[src/rtl/tmr_oc_pkg.sv]
package tmr_oc_pkg;
  typedef enum logic [1:0] {
    WG_FREE    = 2'd0,
    WG_PWM_BOT = 2'd1,
    WG_CLRMAT  = 2'd2,
    WG_PWM_TOP = 2'd3
  } wg_mode_t;

  typedef enum logic [1:0] {
    CO_OFF    = 2'd0,
    CO_TOGGLE = 2'd1,
    CO_CLEAR  = 2'd2,
    CO_SET    = 2'd3
  } co_mode_t;
endpackage

[src/rtl/tmr_oc_counter.sv]
module tmr_oc_counter #(
  parameter int W = 8
) (
  input  logic         clk,
  input  logic         rst_n,
  input  logic         tick,
  input  logic         wr_en,
  input  logic [W-1:0] wr_data,
  input  logic         clr_zero,
  output logic [W-1:0] cnt,
  output logic         blk
);
  always_ff @(posedge clk) begin
    if (!rst_n) begin
      cnt <= '0;
      blk <= 1'b0;
    end else begin
      if (wr_en) cnt <= wr_data;
      else if (tick) cnt <= clr_zero ? '0 : cnt + 1'b1;
      if (wr_en) blk <= 1'b1;
      else if (tick) blk <= 1'b0;
    end
  end

  p_hold_r2: assert property (@(posedge clk) disable iff (!rst_n)
    (!tick && !wr_en) |=> $stable(cnt));
  p_inc_r2: assert property (@(posedge clk) disable iff (!rst_n)
    (tick && !wr_en && !clr_zero) |=> cnt == W'($past(cnt) + 1'b1));
endmodule

[src/rtl/tmr_oc_compare.sv]
module tmr_oc_compare #(
  parameter int W = 8
) (
  input  logic         clk,
  input  logic         rst_n,
  input  logic         pwm,
  input  logic         upd,
  input  logic         wr_en,
  input  logic [W-1:0] wr_data,
  input  logic         tick,
  input  logic         blk,
  input  logic         cnt_wr,
  input  logic [W-1:0] cnt,
  output logic [W-1:0] ocr,
  output logic         match
);
  logic [W-1:0] hold_q;

  always_ff @(posedge clk) begin
    if (!rst_n) begin
      hold_q <= '0;
      ocr    <= '0;
    end else begin
      if (wr_en) hold_q <= wr_data;
      if (pwm) begin
        if (upd) ocr <= hold_q;
      end else if (wr_en) begin
        ocr <= wr_data;
      end
    end
  end

  assign match = tick && !blk && !cnt_wr && (cnt == ocr);

  p_buf_hold_r10: assert property (@(posedge clk) disable iff (!rst_n)
    (pwm && !upd) |=> $stable(ocr));
  p_block_r8: assert property (@(posedge clk) disable iff (!rst_n)
    $past(cnt_wr) |-> !match);
endmodule

[src/rtl/tmr_oc_wave.sv]
module tmr_oc_wave
  import tmr_oc_pkg::*;
(
  input  logic     clk,
  input  logic     rst_n,
  input  logic     pwm,
  input  co_mode_t com,
  input  logic     match,
  input  logic     force_hit,
  input  logic     bottom,
  input  logic     flag_clr,
  output logic     pin,
  output logic     flag
);
  logic hit;
  assign hit = match || (force_hit && !pwm);

  always_ff @(posedge clk) begin
    if (!rst_n) begin
      pin <= 1'b0;
    end else if (com == CO_OFF) begin
      pin <= 1'b0;
    end else if (pwm) begin
      if (com == CO_TOGGLE) pin <= 1'b0;
      else if (bottom) pin <= (com == CO_CLEAR);
      else if (match) pin <= (com == CO_SET);
    end else if (hit) begin
      case (com)
        CO_TOGGLE: pin <= ~pin;
        CO_CLEAR:  pin <= 1'b0;
        default:   pin <= 1'b1;
      endcase
    end
  end

  always_ff @(posedge clk) begin
    if (!rst_n) flag <= 1'b0;
    else if (match) flag <= 1'b1;
    else if (flag_clr) flag <= 1'b0;
  end

  p_set_r3: assert property (@(posedge clk) disable iff (!rst_n)
    match |=> flag);
  p_sticky_r3: assert property (@(posedge clk) disable iff (!rst_n)
    (flag && !flag_clr) |=> flag);
  p_force_noflag_r6: assert property (@(posedge clk) disable iff (!rst_n)
    (force_hit && !match && !flag) |=> !flag);
  p_pwm_force_r7: assert property (@(posedge clk) disable iff (!rst_n)
    (pwm && !bottom && !match && force_hit) |=> $stable(pin) || com == CO_OFF || com == CO_TOGGLE);
endmodule

[src/rtl/tmr_oc_unit.sv]
module tmr_oc_unit
  import tmr_oc_pkg::*;
#(
  parameter int W = 8
) (
  input  logic         clk,
  input  logic         rst_n,
  input  logic         tick,
  input  logic [1:0]   wgm_mode,
  input  logic [1:0]   com_mode,
  input  logic         cmp_we,
  input  logic [W-1:0] cmp_wdata,
  input  logic         cnt_we,
  input  logic [W-1:0] cnt_wdata,
  input  logic         force_cmp,
  input  logic         flag_clr,
  output logic [W-1:0] count,
  output logic [W-1:0] cmp_value,
  output logic         oc_pin,
  output logic         match_flag
);
  localparam logic [W-1:0] MAXV = '1;
  localparam logic [W-1:0] PREV = MAXV - 1'b1;

  wg_mode_t wg;
  co_mode_t co;
  logic pwm, bottom, topev, upd, match, blk, ctc_clr;

  assign wg      = wg_mode_t'(wgm_mode);
  assign co      = co_mode_t'(com_mode);
  assign pwm     = (wg == WG_PWM_BOT) || (wg == WG_PWM_TOP);
  assign bottom  = tick && (count == MAXV);
  assign topev   = tick && (count == PREV);
  assign upd     = (wg == WG_PWM_BOT) ? bottom : topev;
  assign ctc_clr = (wg == WG_CLRMAT) && match;

  tmr_oc_counter #(.W(W)) u_cnt (
    .clk(clk), .rst_n(rst_n), .tick(tick),
    .wr_en(cnt_we), .wr_data(cnt_wdata), .clr_zero(ctc_clr),
    .cnt(count), .blk(blk)
  );

  tmr_oc_compare #(.W(W)) u_cmp (
    .clk(clk), .rst_n(rst_n), .pwm(pwm), .upd(upd),
    .wr_en(cmp_we), .wr_data(cmp_wdata), .tick(tick), .blk(blk),
    .cnt_wr(cnt_we), .cnt(count), .ocr(cmp_value), .match(match)
  );

  tmr_oc_wave u_wave (
    .clk(clk), .rst_n(rst_n), .pwm(pwm), .com(co), .match(match),
    .force_hit(force_cmp), .bottom(bottom), .flag_clr(flag_clr),
    .pin(oc_pin), .flag(match_flag)
  );

  p_ctc_r4: assert property (@(posedge clk) disable iff (!rst_n)
    ((wg == WG_CLRMAT) && match) |=> count == '0);
endmodule

[config.mk]
export PLATFORM = sky130hd
export DESIGN_NAME = tmr_oc_unit
export DESIGN_NICKNAME = d
export VERILOG_FILES = /design/src/rtl/tmr_oc_pkg.sv /design/src/rtl/tmr_oc_counter.sv /design/src/rtl/tmr_oc_compare.sv /design/src/rtl/tmr_oc_wave.sv /design/src/rtl/tmr_oc_unit.sv
export SDC_FILE = /design/constraint.sdc
export NUM_CORES = 1
export LEC_CHECK = 0
export BUFFER_PORTS_ARGS = -buffer_cell sky130_fd_sc_hd__buf_2
export CAP_MARGIN = 10
export CORE_ASPECT_RATIO = 1.2
export CORE_UTILIZATION = 35
export CTS_CLUSTER_DIAMETER = 150
export DETAILED_ROUTE_END_ITERATION = 12
export RECOVER_POWER = 100
export REMOVE_ABC_BUFFERS = 1
export SYNTH_ARGS = -nofsm -noshare
export SYNTH_HDL_FRONTEND = slang
export SYNTH_HIERARCHICAL = 1
export SYNTH_SLANG_ARGS = --single-unit
[constraint.sdc]
create_clock -name clk -period 4.6 [get_ports clk]
set_clock_uncertainty 0.2 [all_clocks]
set_input_delay 0.46 -clock clk [delete_from_list [all_inputs] [get_ports clk]]
set_output_delay 0.46 -clock clk [all_outputs]
set_load 0.02 [all_outputs]
==> flow_metrics.tcl <==
set metrics [dict create \
    status "finished clean" \
    cts.htree.levels 1 \
    tightest_slew_ns 1.14 \
    critPathRequiredTime_ns 4.55 \
    fp.dieW_um 61.6 \
    slowest_stage "dfxtp_1" \
    cts_tree "yes" \
    portBuffers 44 \
    synth-seq-area-share_pct 36.2 \
    worstPathCellList "xor2_1, nor4_1, and4_1, nand2_1, nor2_1, nand2_1, nand3_1, o21bai_1, o311ai_0" \
    postSynthCellCount 159 \
    die_area_um2 4530 \
    final.hold.worst_slack_ns 0.212 \
    yosys_warnings 6 \
    finalSetupTns_ns 0 \
    finalInstanceArea_um2 1740 \
    min_path_cells 3 \
    slew_headroom_pct 24.2 \
    grt_max_degree 29 \
    drive_above_1_share_pct 16.6 \
    setup_viol 0 \
    via_count 1296 \
    place.gp.congestion 0.813 \
    crit_top_cell "nand2_1" \
    pwr_density_cell_nw_per_um2 285 \
    numCtsBuffers 3 \
    ant_nets 0 \
    clkTransAtPathRegs_ns 0.10 \
    cts-root-buf "clkbuf_8" \
    synth.distinct_cells 40 \
    grt_use_met2_pct 25.1 \
    rows 25 \
    hold_viol_final 0 \
    rsz0062_at_grt "false" \
    wl_per_cell_um 12.9 \
    use_met1_pct 20.5 \
    fmax_ghz 0.414 \
    syn_to_final_growth_pct 16.3 \
    grt_pass1_vias 1223 \
    core_um2 4000 \
    clk_latency_ns 0.27 \
    grt_antenna_before_repair 0 \
    drc_errors 0 \
    cpPeakStageDelay_ns 0.54 \
    finalMaxSlewViolations 0 \
    final_core_util_pct 43.4 \
    synth_area_um2 1490 \
    clkSinkCount 27 \
    ys_seq_elements 27 \
    finalCritPeriodShare_pct 52.6 \
    post_cts_buffers 0 \
    cts_resized 0 \
    dp_hpwl_mm 2.33 \
    critPathCaptureType "flip-flop" \
    gr-total-overflow 0 \
    drtPass1Iterations 4 \
    die_h_um 73.6 \
    drt-total-wl_mm 3.26 \
    vdd_ir_drop_max_mv 0.126 \
    grt_pass1_wl_mm 5.33 \
    nNetsFinal 228 \
    grt-busiest-layer "met2" \
    p_leak_nw 0.796 \
    rr_worst_depth 9 \
    placed_area_um2 1720 \
    hold_class "in -> reg" \
    synth_area_per_cell_um2 9.40 \
    maxCapViolations 0 \
    antennaDiodeCount 0 \
    globalRouteMet3Util_pct 2.46 \
    final_cell_mix "27 x dfxtp_1, 24 x buf_2, 20 x clkbuf_1, 17 x nand2_1, 16 x mux2i_1" \
    initial_core_util_pct 37.3 \
    period_minus_slack_ns 2.42 \
    arrival_ns 2.36 \
    viasPerCell 5.12 \
    grt_usage_pct 15.4 \
    r2r_slack_ns 2.18 \
    crit_path_max_fanout 9 \
    ios 45 \
    start_kind "flip-flop" \
    path_class "reg -> reg" \
    cts_max_path_buffers 2 \
    ctsHoldBuffers 0 \
    drt_iter0_drc 49 \
    layout_commonest_cell "dfxtp_1" \
]
-- kinds of logic after synthesis --
| kind of cell | synth area share, % |
|---|---|
| simple gates | 22.0 |
| flops | 36.2 |
| buf+inv | 5.02 |
| compound gates | 15.8 |
| fa+ha+maj | 0.837 |
| mux | 12.5 |
| xor+xnor | 7.62 |
-- layer usage --
layer,vias up,routed length (um)
li1,644,-
met1,610,1550
met2,38,1510
met3,4,180
met4,0,19
met5,-,0
-- registers in the layout, summed over array words and instances, names as in the netlist --
name	count
u_wave/pin	1
u_cnt/blk	1
u_cnt/cnt	8
u_cmp/hold_q	8
u_cmp/ocr	8
u_wave/flag	1
-- cell usage after synthesis (all sizes together) --
| cell type | n | area (um^2) |
|---|---|---|
| o21a | 1 | 7.51 |
| nor4 | 2 | 18.8 |
| or2b | 1 | 7.51 |
| o41ai | 1 | 8.76 |
| dfxtp | 27 | 541 |
| nand3b | 1 | 7.51 |
| xor2 | 11 | 96.3 |
| a21oi | 1 | 5.00 |
| mux2 | 2 | 26.3 |
| a211oi | 1 | 7.51 |
| nand2b | 3 | 21.3 |
| o21bai | 1 | 7.51 |
| nor4bb | 1 | 10.0 |
| nand4 | 4 | 25.0 |
| nor3 | 4 | 25.0 |
| and4 | 1 | 8.76 |
| o211a | 10 | 108 |
| a21boi | 3 | 22.5 |
| clkbuf | 2 | 7.51 |
| o311ai | 1 | 8.76 |
| nor2 | 5 | 18.8 |
| o31ai | 1 | 12.5 |
| nand3 | 8 | 40.0 |
| ha | 1 | 12.5 |
| buf | 6 | 56.3 |
| o22a | 1 | 8.76 |
| mux2i | 16 | 160 |
| xnor2 | 2 | 17.5 |
| nand2 | 17 | 63.8 |
| o21ai | 8 | 40.0 |
| nor2b | 12 | 75.1 |
| inv | 3 | 11.3 |
| nor3b | 1 | 7.51 |
-- critical path, delay by kind of cell (launching register included) --
kind,cells,cell delay [ns]
compound gates,2,0.23
xor+xnor,1,0.11
flops,1,0.54
simple gates,6,1.20
-- report_power, final --
part / total, mW / switching, mW / internal [mW] / leakage, nW
registers: 0.266 / 0.0178 / 0.248 / 0.223
logic: 0.0917 / 0.0511 / 0.0406 / 0.551
clock network: 0.138 / 0.0764 / 0.0615 / 0.0217
total: 0.496 / 0.145 / 0.351 / 0.796
-- worst paths after layout --
kind,from,endpoint
setup reg to reg,u_cnt/cnt[0],u_cnt/cnt[7]
hold reg to reg,u_cnt/blk,u_cnt/blk
hold / removal,cnt_wdata[6],u_cnt/cnt[6]
setup / recovery,u_cnt/cnt[0],u_cnt/cnt[7]
-- final cells by class --
cell class	instances	area, um^2
Fill cell	433	2270
Multi-Input combinational cell	121	875
Sequential cell	27	541
Timing Repair Buffer	44	195
Tap cell	54	67.6
Clock buffer	3	41.3
Inverter	3	11.3
Clock inverter	1	7.51
-- per-stage QoR --
stage          setup WS, ns  total power [mW]  instances
2_1_floorplan          2.38             0.325        151
3_3_place_gp           2.33             0.367        249
3_5_place_dp           2.23             0.367        249
4_1_cts                2.20             0.506        253
5_1_grt                1.94             0.524        253
6_report               2.18             0.496        253
No activity file was read; power rests on OpenSTA's default activity.
